## src/rtl/msc_pkg.sv

```systemverilog
package msc_pkg;
    localparam int NREG   = 3;
    localparam int MAXLEN = 23;
    localparam int LEN_A  = 19;
    localparam int LEN_B  = 22;
    localparam int LEN_C  = 23;

    localparam int REG_LEN [NREG] = '{LEN_A, LEN_B, LEN_C};
    localparam int CLK_POS [NREG] = '{8, 10, 10};

    // feedback tap masks, bit i set when stage i feeds the XOR
    localparam logic [MAXLEN-1:0] TAP_MASK [NREG] = '{
        23'h072000,  // 13,16,17,18
        23'h300000,  // 20,21
        23'h700080   // 7,20,21,22
    };

    typedef struct packed {
        logic ks;
        logic vld;
    } out_state_t;
endpackage

```

## src/rtl/msc_lane.sv

```systemverilog
module msc_lane #(
    parameter int LEN = 19,
    parameter int CPOS = 8,
    parameter logic [LEN-1:0] TAPS = '0
) (
    input  logic           clk,
    input  logic           rst_n,
    input  logic           load,
    input  logic [LEN-1:0] seed,
    input  logic           advance,
    output logic           clk_bit,
    output logic           msb_next
);
    typedef struct packed {
        logic [LEN-1:0] bits;
    } lane_t;

    lane_t s_d, s_q;

    always_comb begin
        s_d = s_q;
        if (load) begin
            s_d.bits = seed;
        end else if (advance) begin
            s_d.bits = {s_q.bits[LEN-2:0], ^(s_q.bits & TAPS)};
        end
    end

    always_ff @(posedge clk or negedge rst_n) begin
        if (!rst_n) s_q <= '0;
        else        s_q <= s_d;
    end

    assign clk_bit  = s_q.bits[CPOS];
    assign msb_next = s_d.bits[LEN-1];
endmodule

```

## src/rtl/msc_vote.sv

```systemverilog
module msc_vote #(
    parameter int N = 3
) (
    input  logic [N-1:0] cbits,
    output logic [N-1:0] agree
);
    logic maj;

    assign maj = (cbits[0] & cbits[1]) | (cbits[1] & cbits[2]) | (cbits[0] & cbits[2]);

    for (genvar i = 0; i < N; i++) begin : g_agree
        assign agree[i] = ~(cbits[i] ^ maj);
    end
endmodule

```

## src/rtl/maj_stream_core.sv

```systemverilog
module maj_stream_core
    import msc_pkg::*;
(
    input  logic             clk,
    input  logic             rst_n,
    input  logic             load,
    input  logic [LEN_A-1:0] seed_a,
    input  logic [LEN_B-1:0] seed_b,
    input  logic [LEN_C-1:0] seed_c,
    input  logic             step,
    output logic             ks_bit,
    output logic             ks_valid
);
    logic [MAXLEN-1:0] seed_pad [NREG];
    logic [NREG-1:0]   cbits;
    logic [NREG-1:0]   agree;
    logic [NREG-1:0]   adv;
    logic [NREG-1:0]   msb_nx;
    logic              go;

    out_state_t o_d, o_q;

    assign seed_pad[0] = MAXLEN'(seed_a);
    assign seed_pad[1] = MAXLEN'(seed_b);
    assign seed_pad[2] = seed_c;

    assign go  = step & ~load;
    assign adv = agree & {NREG{go}};

    msc_vote #(.N(NREG)) u_vote (
        .cbits (cbits),
        .agree (agree)
    );

    for (genvar i = 0; i < NREG; i++) begin : g_lane
        localparam int L = REG_LEN[i];
        localparam logic [MAXLEN-1:0] FULL_MASK = TAP_MASK[i];
        logic [L-1:0] seed_w;
        assign seed_w = seed_pad[i][L-1:0];
        msc_lane #(
            .LEN  (L),
            .CPOS (CLK_POS[i]),
            .TAPS (FULL_MASK[L-1:0])
        ) u_lane (
            .clk      (clk),
            .rst_n    (rst_n),
            .load     (load),
            .seed     (seed_w),
            .advance  (adv[i]),
            .clk_bit  (cbits[i]),
            .msb_next (msb_nx[i])
        );
    end

    always_comb begin
        o_d     = '0;
        o_d.vld = go;
        o_d.ks  = go & (^msb_nx);
    end

    always_ff @(posedge clk or negedge rst_n) begin
        if (!rst_n) o_q <= '0;
        else        o_q <= o_d;
    end

    assign ks_bit   = o_q.ks;
    assign ks_valid = o_q.vld;
endmodule

```

## config.mk

```make
export PLATFORM = sky130hd
export DESIGN_NAME = maj_stream_core
export DESIGN_NICKNAME = d
export VERILOG_FILES = /design/src/rtl/msc_pkg.sv /design/src/rtl/msc_lane.sv /design/src/rtl/msc_vote.sv /design/src/rtl/maj_stream_core.sv
export SDC_FILE = /design/constraint.sdc
export NUM_CORES = 1
export LEC_CHECK = 0
export ABC_AREA = 1
export BUFFER_PORTS_ARGS = -buffer_cell sky130_fd_sc_hd__clkbuf_2
export CORE_ASPECT_RATIO = 0.75
export CORE_MARGIN = 2
export CORE_UTILIZATION = 35
export DETAILED_ROUTE_END_ITERATION = 10
export PLACE_DENSITY_LB_ADDON = 0.2
export REMOVE_ABC_BUFFERS = 1
export SYNTH_ARGS = -nofsm -noshare
export SYNTH_HDL_FRONTEND = slang
export SYNTH_SLANG_ARGS = --single-unit
export TNS_END_PERCENT = 1
```

## constraint.sdc

```tcl
create_clock -name clk -period 1.13 [get_ports clk]
set_input_delay 0.113 -clock clk [delete_from_list [all_inputs] [get_ports clk]]
set_output_delay 0.113 -clock clk [all_outputs]
set_load 0.05 [all_outputs]
```

## Yosys cells after proc, flatten, opt, wreduce, memory -nomap -nowiden

Index checks and enable logic that the tools add are counted.

- Output and inout bits: 2
- Register bits: 66
- Input bits: 68
- Logic and storage cells: 36

- Reductions and logical operators: 7
- Bitwise operators: 15
- Mux-type cells: 6

Operators with widths:

| kind | count |
|---|---|
| two-way mux 23 bit | 2 |
| two-way mux 22 bit | 2 |
| two-way mux 19 bit | 2 |
| XOR reduction 23 bit | 1 |
| XOR reduction 22 bit | 1 |
| XOR reduction 19 bit | 1 |
| nonzero test 2 bit | 3 |
| bitwise AND 1 bit | 5 |
| NOT 1 bit | 4 |
| bitwise AND 3 bit | 1 |
| XOR reduction 3 bit | 1 |
| XOR 1 bit | 3 |
| OR 1 bit | 2 |

## Logic depth before layout (Yosys ltp)

Gate-level depths: netlist of run 1.

- Depth after elaboration: 10
- Mapped depth: 10
- Depth with buffers taken out: 10

## By module

A second synthesis of run 1 with hierarchy kept.

- Cells, all modules: 381
- Area total of the unflattened synthesis: 3,184.3 um^2

By module, submodules not included:

| module | cells each | times used | area each (um^2) |
|---|---|---|---|
| msc_lane (g_lane[2].u_lane) | 123 | 1 | 1,063.5 |
| msc_lane (g_lane[1].u_lane) | 124 | 1 | 1,027.2 |
| msc_lane (g_lane[0].u_lane) | 104 | 1 | 917.1 |
| maj_stream_core | 19 | 1 | 123.9 |
| msc_vote | 11 | 1 | 52.6 |

## Worst setup path after synthesis of run 1

No wires, ideal clock.

- Path kind: reg2reg
- From: reg g_lane[1].u_lane.s_q[10] (netlist bit)
- To: reg g_lane[2].u_lane.s_q[10] (netlist bit)
- Data required time: 1,000 ps
- Slack: -119 ps
- Setup time: 130 ps
- Period minus slack after synthesis: 1,249 ps
- Arrival time: 1,119 ps
- Buffers on the path: 1
- Cell stages (with the launch flop): 8
- Cell sequence: dfrtp_1 > inv_1 > nand3_1 > nand3_2 > inv_1 > buf_2 > a22oi_1 > o21ai_0

- Cells in the longest elaborated chain, start to end: 7
- Elaborated cells between the ends (all ways): 8
- Classes of those cells: bitwise: 7; reduce/logical: 1

RTL lines:

| element | RTL line | RTL |
|---|---|---|
| start, declared | msc_lane.sv:18 | `lane_t s_d, s_q;` |
| start signal, assigned | msc_lane.sv:30 | `if (!rst_n) s_q <= '0;` |
| start signal, assigned | msc_lane.sv:31 | `else s_q <= s_d;` |
| bitwise AND 1 bit | msc_vote.sv:9 | `assign maj = (cbits[0] & cbits[1]) \| (cbits[1] & cbits[2]) \| (cbits[0] & cbits[2]);` |
| OR 1 bit (*) (2 in a row) | msc_vote.sv:9 |  |
| XOR 1 bit (*) | msc_vote.sv:12 | `assign agree[i] = ~(cbits[i] ^ maj);` |
| NOT 1 bit (*) | msc_vote.sv:12 |  |
| bitwise AND 3 bit (*) | maj_stream_core.sv:28 | `assign adv = agree & {NREG{go}};` |
| nonzero test 2 bit (no line) (*) | n/a |  |
| end signal, assigned | msc_lane.sv:30 |  |
| end signal, assigned | msc_lane.sv:31 |  |
| end, declared | msc_lane.sv:18 |  |

Mark *: on every way between the ends. The rest lies on a longest branch, timed or not.
A chain may end at the register's enable or synchronous reset.

==> out/summary.txt, run 1 <==
========================================================================================================
Final cell utilization of the core ........................................................        0.526
Die X-Extent ..............................................................................       112 um
Worst Path Class, Setup ...................................................................   reg -> reg
Number of antenna violations at the first check in global routing .........................            0
DRC violations left .......................................................................            0
Number of placement rows ..................................................................           29
Number of synthesized register bits .......................................................           66
Number of I/O port buffers ................................................................           69
Total die area ............................................................................    9440 um^2
Number of antenna-violating nets in the routed design .....................................            0
Clock Skews ...............................................................................      4.49 ps
Failing checks ............................................................................ negative setup slack
Setup repair after global routing missed its margin .......................................         true
Switching power summed over all nets ......................................................      1.99 mW
Int Power .................................................................................      5.29 mW
Detailed Routing Iterations Pass 1 ........................................................            5
Fraction of power spent switching nets ....................................................        0.273
Area growth syn-to-layout .................................................................        46.5%
Total clock buffers created by CTS ........................................................            9
Mean cell area of the mapped netlist ......................................................    8.95 um^2
Worst-case clock buffer depth .............................................................            2
Slew Limit Headroom .......................................................................        0.788
Final hold vios ...........................................................................            0
Met2 GRT Util .............................................................................        0.266
Wire length of the first global-routing pass ..............................................      12.9 mm
Worst Max-Slew Pin Slew ...................................................................       319 ps
Count of antenna diodes in the layout .....................................................            0
Seq/Total Area, Yosys .....................................................................        0.544
Most utilized layer in the global route result ............................................         met2
Via total after detailed routing ..........................................................         2636
Syn Inst Count ............................................................................          339
Routability congestion estimate ...........................................................        0.823
Worst ir drop on vdd ......................................................................   0.000841 V
Via count of the first global-routing pass ................................................         2717
Setup slack after layout ..................................................................      -249 ps
Max Clock Freq ............................................................................      725 MHz
Die span in y .............................................................................      84.6 um
Cell Area, Synth ..........................................................................    3030 um^2
Routed length per placed instance .........................................................      13.1 um
Startpoint type of the worst setup path ...................................................    flip-flop
Final HPWL DP .............................................................................      4.96 mm
Setup crit end kind .......................................................................    flip-flop
Clk_lat worst skew ........................................................................       330 ps
Sinks on Clock Net ........................................................................           66
Initial DRC Count .........................................................................           86
Status .................................................................................... complete, but fails checks
Pwr per Cell Area ......................................................................... 1640 nW/um^2
Via-per-instance ratio ....................................................................         4.68
Path class of the lowest-slack min-delay path .............................................    in -> reg
Cell leakage power ........................................................................      2.17 nW
Post-CTS clock slew at the launch and capture registers of the worst setup and hold paths .        60 ps
M3 GR Usage ...............................................................................       0.0664
Total number of H-tree levels .............................................................            3
Setup violators final .....................................................................           64
Clock share of power ......................................................................        0.407
Sequential share of power .................................................................        0.406
Core ar. ..................................................................................    8450 um^2
Time the final worst path needs with I/O delays and setup .................................      1380 ps
Number of distinct library cell variants in the gate-level netlist after synthesis ........           25
Sum Neg Setup Slack .......................................................................     -9710 ps
Required arrival time at the worst endpoint ...............................................      1360 ps
Max-cap violation count ...................................................................            0
Yosys warnings ............................................................................            0
Starting Density ..........................................................................        0.359
Count of final max-slew check failures ....................................................            0
Residual overflow from global routing .....................................................            0
Pin count of the biggest net entering global routing ......................................           34
Portion of the clock cycle consumed by the worst path in the final layout .................         1.22
Overall fraction of global-route tracks in use ............................................        0.172
WL final ..................................................................................      7.39 mm
Final Hold Slack ..........................................................................      4.54 ps
Max FO, Critical Path .....................................................................            6
Part of the power in combinational logic ..................................................        0.187
Number of top-level design ports ..........................................................           70
Signal arrival time at the worst endpoint .................................................      1610 ps
TritonCTS clock tree ......................................................................         done
Met1 global-route usage ...................................................................        0.227
Cell at the root of the clock tree ........................................................    clkbuf_16
Ratio of cells with drive above 1 in the final layout .....................................        0.378
Post-Place Setup Slack ....................................................................      -260 ps
Post-layout nets ..........................................................................          518
========================================================================================================
[final cells by class]
class	count	area, um^2
repair buffers	115	826
flip-flops and latches	66	1660
clock buffers	9	225
multi-input cells	242	1430
fillers	803	4010
clock inverters	7	93.8
inverters	16	85.1
well taps	108	135
[path summary, 6_finish.rpt]
check / from / end / slack, ps / cells after the start
max in group asynchronous: rst_n / g_lane[1].u_lane.s_q[14]$_DFFE_PN0P_ / 440 / 3
worst max-delay path: g_lane[1].u_lane.s_q[10]$_DFFE_PN0P_ / ks_bit$_DFF_PN0_ / -250 / 10
min in group asynchronous: rst_n / g_lane[2].u_lane.s_q[15]$_DFFE_PN0P_ / 210 / 2
worst min register to register: g_lane[0].u_lane.s_q[12]$_DFFE_PN0P_ / g_lane[0].u_lane.s_q[12]$_DFFE_PN0P_ / 480 / 2
worst min-delay path: seed_b[19] / g_lane[1].u_lane.s_q[19]$_DFFE_PN0P_ / 5 / 3
worst max register to register: g_lane[1].u_lane.s_q[10]$_DFFE_PN0P_ / ks_bit$_DFF_PN0_ / -250 / 10
[through the flow]
stage | total power, mW | area (um^2) | cells
3_5_place_dp | 4.07 | 3680 | 524
5_1_grt | 7.69 | 4450 | 563
6_report | 7.28 | 4450 | 563
2_1_floorplan | 3.54 | 2950 | 324
4_1_cts | 7.31 | 4350 | 561
3_3_place_gp | 4.06 | 3680 | 524
[cells in the mapped netlist (all sizes together)]
cell	n	area [um^2]
buf	12	71.3
nand4	2	12.5
inv	16	65.1
nor2	5	45.1
xnor2	7	61.3
clkbuf	3	11.3
o21ai	3	15.0
a22oi	37	278
dfrtp	66	1650
o221ai	1	8.76
nand2	148	578
nand3	29	165
or2	1	6.26
o211ai	8	60.1
a21oi	1	5.00
[metal layers]
| metal | share of wire | wire length (um) |
|---|---|---|
| met5 | 0 | 0 |
| met4 | 0.0091 | 67 |
| met3 | 0.057 | 419 |
| met2 | 0.46 | 3420 |
| met1 | 0.47 | 3480 |
[registers in the layout (all words and copies together), names as in the netlist]
register           flops
ks_valid               1
ks_bit                 1
g_lane.u_lane.s_q     64
[cells by family after synthesis]
logic type	count (synthesis)	share of synthesized area
compound gates	50	0.121
flops	66	0.544
xor+xnor	7	0.0202
simple gates	185	0.266
buf+inv	31	0.0487
[worst max-delay path, cell delays in order, from the launching register on]
cell     delay, ps
dfrtp_2        480
inv_4          120
nand3_4         80
nand3_4        120
nand2_4         80
nor2_4         110
nor2_4          50
nand2_2         60
nand3_1         70
nand2_1         60
nor2_1          40
[cell usage in the layout (no fill, tap or decap), drive strengths merged, types with 5 or more instances in the layout]
| cell type | count |
|---|---|
| nand2 | 148 |
| clkbuf | 77 |
| dfrtp | 66 |
| a22oi | 37 |
| buf | 34 |
| nand3 | 29 |
| inv | 16 |
| dlygate4sd3 | 13 |
| o211ai | 8 |
| xnor2 | 7 |
| nor2 | 5 |
[what timing repair did]
action / 4_1_cts / 5_1_grt
hold buffers: 13 / 0
pin swaps: 9 / 8
hold endpoints to repair: 78 / 0
setup buffers: 7 / 2
resized for setup: 39 / 18
cloned: 1 / 0
endpoints found under the setup margin: 64 / 64
[power by group through the flow]
stage / Combinational, mW / Clock [mW] / Sequential [mW]
3_3_place_gp: 1.12 / 0 / 2.94
2_1_floorplan: 0.627 / 0 / 2.92
5_1_grt: 1.53 / 3.16 / 3.00
6_report: 1.36 / 2.96 / 2.96
3_5_place_dp: 1.12 / 0 / 2.95
4_1_cts: 1.32 / 3.05 / 2.94
Note: power is estimated with default switching activity, not from simulation.
==> inputs of run 2 (changes only) <==
- ABC_AREA: 1 -> default
==> run 2 against run 1 <==
Net effect:
- the flow still finishes with violations (negative setup slack)
- cell area fell by 5.0%
- register-to-register slack lost 280 ps
- hold slack better by 6.0 ps
- total power decreased by 3.6%
- final cell count decreased by 6.0%
- critical path depth is 5 lower
- synthesized cell count fell by 5.9%
- area after synthesis shrank 0.16%
- utilization decreased by 2.4 points
- sequential power shrank 1%
- worst setup slack worse by 280 ps
- flip-flop and latch count did not move
==> out/summary.txt, run 2 <==
========================================================================================================
Status .................................................................................... complete, but fails checks
Failing checks ............................................................................ negative setup slack
Required arrival time at the worst endpoint ...............................................      1390 ps
Total Power ...............................................................................      7.01 mW
Switching power summed over all nets ......................................................      1.87 mW
Category of cells accounting for the largest share of critical-path delay ................. simple AND/OR/NAND/NOR gates
Sum Neg Setup Slack .......................................................................    -24400 ps
Setup violators final .....................................................................           65
Worst Max-Slew Pin Slew ...................................................................       368 ps
Most utilized layer in the global route result ............................................         met2
Fill cells ................................................................................          818
Post-layout nets ..........................................................................          484
Sinks on Clock Net ........................................................................           66
M3 GR Usage ...............................................................................       0.0679
Area share of the leading cell type in the synthesized netlist ............................        0.545
Source of the worst register-to-register timing path ...................................... g_lane[0].u_lane.s_q[8]$_DFFE_PN0P_
Clk_lat worst skew ........................................................................       340 ps
Core ar. ..................................................................................    8420 um^2
Worst hold path cell count ................................................................            3
Reg2Reg Setup Slack .......................................................................      -530 ps
Post-CTS clock slew at the launch and capture registers of the worst setup and hold paths .        60 ps
Total clock buffers created by CTS ........................................................            9
Sink of the worst hold path ............................................................... g_lane[1].u_lane.s_q[13]$_DFFE_PN0P_
Post-Place Setup Slack ....................................................................      -581 ps
Via total after detailed routing ..........................................................         2524
Syn Inst Count ............................................................................          319
Final cell utilization of the core ........................................................        0.502
Number of distinct library cell variants in the gate-level netlist after synthesis ........           37
Signal arrival time at the worst endpoint .................................................      1920 ps
Path class of the lowest-slack min-delay path .............................................    in -> reg
Mean cell area of the mapped netlist ......................................................    9.50 um^2
Pin count of the biggest net entering global routing ......................................           67
Area contributors post-synth .............................................................. dfrtp_1 55%, nand2_1 15%, a22oi_1 14%, buf_2 1.5%, xnor2_1 1.4%
Share of flip-flops with an asynchronous set or reset .....................................         1.00
Starting Density ..........................................................................        0.360
TritonCTS clock tree ......................................................................         done
Met2 GRT Util .............................................................................        0.237
Clock share of power ......................................................................        0.396
Final hold vios ...........................................................................            0
Time the final worst path needs with I/O delays and setup .................................      1660 ps
Setup repair after global routing missed its margin .......................................         true
Via-per-instance ratio ....................................................................         4.77
Pwr per Cell Area ......................................................................... 1660 nW/um^2
Cell Area, Synth ..........................................................................    3030 um^2
Initial DRC Count .........................................................................          155
Register ranked first by flip-flop count .................................................. g_lane.u_lane.s_q
Count of flip-flops with a built-in enable after synthesis ................................            0
Clock Skews ...............................................................................      8.21 ps
Ratio of cells with drive above 1 in the final layout .....................................        0.368
Die span in y .............................................................................      84.6 um
Longest individual stage delay on the worst path ..........................................       430 ps
Number of placement rows ..................................................................           29
Final HPWL DP .............................................................................      4.98 mm
Commonest non-fill, non-tap cell in the layout ............................................      nand2_1
Capturing point of the worst reg2reg path ................................................. ks_bit$_DFF_PN0_
Total number of H-tree levels .............................................................            3
List of most frequent post-synthesis cells ................................................ 120 x nand2_1, 66 x dfrtp_1, 57 x a22oi_1
Via count of the first global-routing pass ................................................         2508
Cell with the largest stage delay on the worst path .......................................       or3b_4
Max FO, Critical Path .....................................................................            3
Number of synthesized register bits .......................................................           66
Post-synth top area cell ..................................................................      dfrtp_1
Fraction of power spent switching nets ....................................................        0.266
Number of I/O port buffers ................................................................           69
Int Power .................................................................................      5.15 mW
Crit. path cell count .....................................................................            5
Detailed Routing Iterations Pass 1 ........................................................            4
Worst-case clock buffer depth .............................................................            2
Part of the power in combinational logic ..................................................        0.188
Startpoint of the tightest hold check path ................................................   seed_b[13]
DRC violations left .......................................................................            0
Count of antenna diodes in the layout .....................................................            0
Worst Path Class, Setup ...................................................................   reg -> reg
Wire length of the first global-routing pass ..............................................      12.1 mm
Library cell with the highest instance count after synthesis ..............................      nand2_1
Commonest cells after routing, fill and taps aside ........................................ 115 x nand2_1, 68 x clkbuf_2, 66 x dfrtp_1
Slew Limit Headroom .......................................................................        0.755
Seq/Total Area, Yosys .....................................................................        0.545
Yosys warnings ............................................................................            0
Routed length per placed instance .........................................................      14.0 um
Residual overflow from global routing .....................................................            0
Ordered cell list for the critical path ................................................... or3b_4, a41o_1, o22a_1, xnor2_1, mux2i_1
Sequential share of power .................................................................        0.416
Routability congestion estimate ...........................................................        0.782
Cell at the root of the clock tree ........................................................    clkbuf_16
Die X-Extent ..............................................................................       111 um
Cell leakage power ........................................................................      2.09 nW
Worst ir drop on vdd ......................................................................   0.000918 V
CP Buf/Inv Count ..........................................................................            0
Count of final max-slew check failures ....................................................            0
Met1 global-route usage ...................................................................        0.224
Final Hold Slack ..........................................................................      10.5 ps
Prevailing post-synth register cell .......................................................      dfrtp_1
Portion of the clock cycle consumed by the worst path in the final layout .................         1.47
Register-to-Register Path Depth ...........................................................            5
Area growth syn-to-layout .................................................................        39.5%
Number of antenna violations at the first check in global routing .........................            0
WL final ..................................................................................      7.39 mm
Startpoint type of the worst setup path ...................................................    flip-flop
Max Clock Freq ............................................................................      604 MHz
Number of top-level design ports ..........................................................           70
Max-cap violation count ...................................................................            0
Overall fraction of global-route tracks in use ............................................        0.163
Setup slack after layout ..................................................................      -526 ps
Total die area ............................................................................    9420 um^2
Flip-flop count of the largest register, all copies and words added .......................           64
Setup crit end kind .......................................................................    flip-flop
Number of antenna-violating nets in the routed design .....................................            0
========================================================================================================
[run 2: cells by family after synthesis]
family	share of synthesized area
XOR/XNOR	0.0231
AO/OA/AOI/OAI	0.183
AND/OR/NAND/NOR	0.195
buffers and inverters	0.0471
multiplexers	0.00661
flip-flops	0.545
[run 2: per-layer routing]
metal	part of all wire	vias up
li1	-	1295
met4	0.0076	0
met5	0	-
met2	0.44	52
met3	0.061	5
met1	0.49	1172
[run 2: worst min-delay path: cells and delay by family]
family,cells,cell delay [ps]
simple gates,1,50
compound gates,1,70
buf+inv,1,80
[run 2: cell type report]
type | count | area (um^2) | area share
Sequential cell | 66 | 1650 | 0.391
Inverter | 5 | 18.8 | 0.00444
Clock buffer | 15 | 298 | 0.0705
Multi-Input combinational cell | 224 | 1380 | 0.326
Clock inverter | 1 | 5.00 | 0.00118
Timing Repair Buffer | 110 | 738 | 0.175
Tap cell | 108 | 135 | 0.0320
[run 2: how the worst max path moves through the flow]
| stage | start | endpoint | slack [ps] |
|---|---|---|---|
| after floorplan | g_lane[2].u_lane.s_q[10]$_DFFE_PN0P_ | g_lane[1].u_lane.s_q[0]$_DFFE_PN0P_ | -1010 |
| after global placement | g_lane[2].u_lane.s_q[10]$_DFFE_PN0P_ | ks_bit$_DFF_PN0_ | -540 |
| after detailed placement | g_lane[2].u_lane.s_q[10]$_DFFE_PN0P_ | ks_bit$_DFF_PN0_ | -580 |
| after CTS | g_lane[1].u_lane.s_q[10]$_DFFE_PN0P_ | ks_bit$_DFF_PN0_ | -520 |
| after global routing | g_lane[0].u_lane.s_q[8]$_DFFE_PN0P_ | ks_bit$_DFF_PN0_ | -630 |
| final | g_lane[0].u_lane.s_q[8]$_DFFE_PN0P_ | ks_bit$_DFF_PN0_ | -530 |
[run 2: power groups by stage]
stage | clock network (mW) | logic [mW] | registers, mW
after floorplan | 0 | 0.608 | 2.93
after global placement | 0 | 1.18 | 2.92
after detailed placement | 0 | 1.20 | 2.94
after CTS | 2.86 | 1.26 | 2.90
after global routing | 2.96 | 1.48 | 2.96
final | 2.78 | 1.32 | 2.92
[run 2: stage by stage]
step,area (um^2),cells
global placement,3690,508
finish,4230,529
floorplan,2910,295
detailed placement,3690,508
global route,4230,529
CTS,4080,528
[run 2: timing repair]
action	in CTS	in global routing
setup endpoints to repair	64	65
buffers inserted	1	0
hold endpoints to repair	68	1
hold buffers	3	1
resized for setup	11	33
pin swaps	7	2
==> inputs of run 3 (changes only) <==
- CORE_MARGIN: 2 -> default
- SKIP_LAST_GASP: default -> 1
==> run 3 against run 2 <==
Net effect:
- sequential power barely moved
- die area fell by 4.1%
- largest power group unchanged
- hold slack worse by 5.7 ps
- the run still ends with negative setup slack left
- clock power shrank 3%
- final cell count decreased by 1.3%
- clock-buffer cell count shrank 3
- combinational power fell by 7%
- register-to-register slack about the same
==> out/summary.txt, run 3 (synthesis gave the netlist of run 2 again) <==
========================================================================================================
Post-CTS clock slew at the launch and capture registers of the worst setup and hold paths .        50 ps
Number of buffers inserted by post-CTS setup repair .......................................            0
Count of antenna diodes in the layout .....................................................            0
Via count of the first global-routing pass ................................................         2490
Time the final worst path needs with I/O delays and setup .................................      1660 ps
Setup crit end kind .......................................................................    flip-flop
Routability congestion estimate ...........................................................        0.788
Worst ir drop on vdd ......................................................................   0.000761 V
Status .................................................................................... complete, but fails checks
Initial DRC Count .........................................................................          122
Register ranked first by flip-flop count .................................................. g_lane.u_lane.s_q
Worst Path Class, Setup ...................................................................   reg -> reg
Max FO, Critical Path .....................................................................            3
Total die area ............................................................................    9030 um^2
Total number of H-tree levels .............................................................            3
Routed length per placed instance .........................................................      13.7 um
Pin count of the biggest net entering global routing ......................................           67
Placed Cells ..............................................................................          506
Sum Neg Setup Slack .......................................................................    -27770 ps
Die span in y .............................................................................      82.6 um
Wire length of the first global-routing pass ..............................................      11.8 mm
Via total after detailed routing ..........................................................         2591
Starting Density ..........................................................................        0.373
Die X-Extent ..............................................................................       109 um
Worst Max-Slew Pin Slew ...................................................................       401 ps
Setup violators final .....................................................................           64
Worst-case clock buffer depth .............................................................            2
Number of top-level design ports ..........................................................           70
Number of I/O port buffers ................................................................           69
Number of placement rows ..................................................................           28
Commonest non-fill, non-tap cell in the layout ............................................      nand2_1
Detailed Routing Iterations Pass 1 ........................................................            4
Cell leakage power ........................................................................      2.05 nW
Post-layout nets ..........................................................................          481
TritonCTS clock tree ......................................................................         done
Total clock buffers created by CTS ........................................................            9
Clk_lat worst skew ........................................................................       330 ps
Startpoint type of the worst setup path ...................................................    flip-flop
Max-cap violation count ...................................................................            0
Final hold vios ...........................................................................            0
Count of final max-slew check failures ....................................................            0
Signal arrival time at the worst endpoint .................................................      1910 ps
Final cell utilization of the core ........................................................        0.495
Via-per-instance ratio ....................................................................         4.96
Overall fraction of global-route tracks in use ............................................        0.174
Area growth syn-to-layout .................................................................        32.7%
Ordered cell list for the critical path ................................................... or3b_4, a311oi_2, nand3b_4, xnor2_2, mux2i_1
Cell with the largest stage delay on the worst path .......................................       or3b_4
Max Clock Freq ............................................................................      602 MHz
Ratio of cells with drive above 1 in the final layout .....................................        0.309
Pwr per Cell Area ......................................................................... 1700 nW/um^2
Slew Limit Headroom .......................................................................        0.732
Failing checks ............................................................................ negative setup slack
Portion of the clock cycle consumed by the worst path in the final layout .................         1.47
Longest individual stage delay on the worst path ..........................................       420 ps
Required arrival time at the worst endpoint ...............................................      1380 ps
Non-filler cells in the finished layout ...................................................          522
Path class of the lowest-slack min-delay path .............................................    in -> reg
Setup repair after global routing missed its margin .......................................         true
Flip-flop count of the largest register, all copies and words added .......................           64
Core ar. ..................................................................................    8130 um^2
Number of antenna-violating nets in the routed design .....................................            0
Final HPWL DP .............................................................................      4.88 mm
Instance area at placement ................................................................    3700 um^2
Cell at the root of the clock tree ........................................................    clkbuf_16
Setup slack after layout ..................................................................      -531 ps
Final Hold Slack ..........................................................................      4.82 ps
Summed area of non-filler cells in the final layout .......................................    4020 um^2
DRC violations left .......................................................................            0
WL final ..................................................................................      7.13 mm
Fill cells ................................................................................          786
Clock Skews ...............................................................................      7.74 ps
Sinks on Clock Net ........................................................................           66
Residual overflow from global routing .....................................................            0
Number of antenna violations at the first check in global routing .........................            0
Commonest cells after routing, fill and taps aside ........................................ 120 x nand2_1, 68 x clkbuf_2, 66 x dfrtp_1
========================================================================================================
## run 3: layout make-up
| class | count | area [um^2] | share of cell area |
|---|---|---|---|
| clock buffers | 12 | 246 | 0.0613 |
| well taps | 105 | 131 | 0.0327 |
| flip-flops and latches | 66 | 1650 | 0.411 |
| inverters | 5 | 18.8 | 0.00467 |
| clock inverters | 3 | 40.0 | 0.00996 |
| multi-input cells | 224 | 1260 | 0.314 |
| repair buffers | 107 | 671 | 0.167 |
## run 3: layer usage
| layer | track usage | wire length, um |
|---|---|---|
| met1 | 0.240 | 3530 |
| met2 | 0.258 | 3110 |
| met3 | 0.0628 | 433 |
| met4 | 0.0400 | 63 |
| met5 | 0 | 0 |
## run 3: path summary, 6_finish.rpt
path | slack (ps) | to | from | depth (start not counted)
setup / recovery | -530 | ks_bit$_DFF_PN0_ | g_lane[1].u_lane.s_q[10]$_DFFE_PN0P_ | 5
hold / removal | 5 | g_lane[0].u_lane.s_q[18]$_DFF_PN0_ | seed_a[18] | 3
setup reg to reg | -530 | ks_bit$_DFF_PN0_ | g_lane[1].u_lane.s_q[10]$_DFFE_PN0P_ | 5
hold reg to reg | 470 | g_lane[2].u_lane.s_q[8]$_DFFE_PN0P_ | g_lane[2].u_lane.s_q[8]$_DFFE_PN0P_ | 2
max in group asynchronous | 470 | g_lane[1].u_lane.s_q[8]$_DFFE_PN0P_ | rst_n | 3
min in group asynchronous | 320 | g_lane[2].u_lane.s_q[5]$_DFFE_PN0P_ | rst_n | 3
## run 3: critical path, delay by kind of cell (launching register included)
family	cells	cell delay [ps]
and+or+nand+nor	2	620
DFF	1	400
AOI/OAI and AO/OA	1	260
muxes	1	190
xor gates and xnor gates	1	130
## run 3: power by group
group	total [mW]	switching, mW	leakage, nW	internal, mW
Clock	2.71	0.959	0.142	1.75
Sequential	2.90	0.198	0.795	2.70
Combinational	1.23	0.619	1.12	0.607
## run 3: metrics by stage
step / worst slack [ps] / power, mW
floorplan: -1010 / 3.54
global placement: -540 / 4.12
detailed placement: -564 / 4.14
CTS: -524 / 6.92
global route: -630 / 7.22
finish: -531 / 6.83
## run 3: repair_timing
item                                    4_1_cts  5_1_grt
resized for setup                             3        2
endpoints found under the hold margin        66        0
endpoints found under the setup margin       64       65
pin swaps                                     4        1
hold buffers                                  1        0
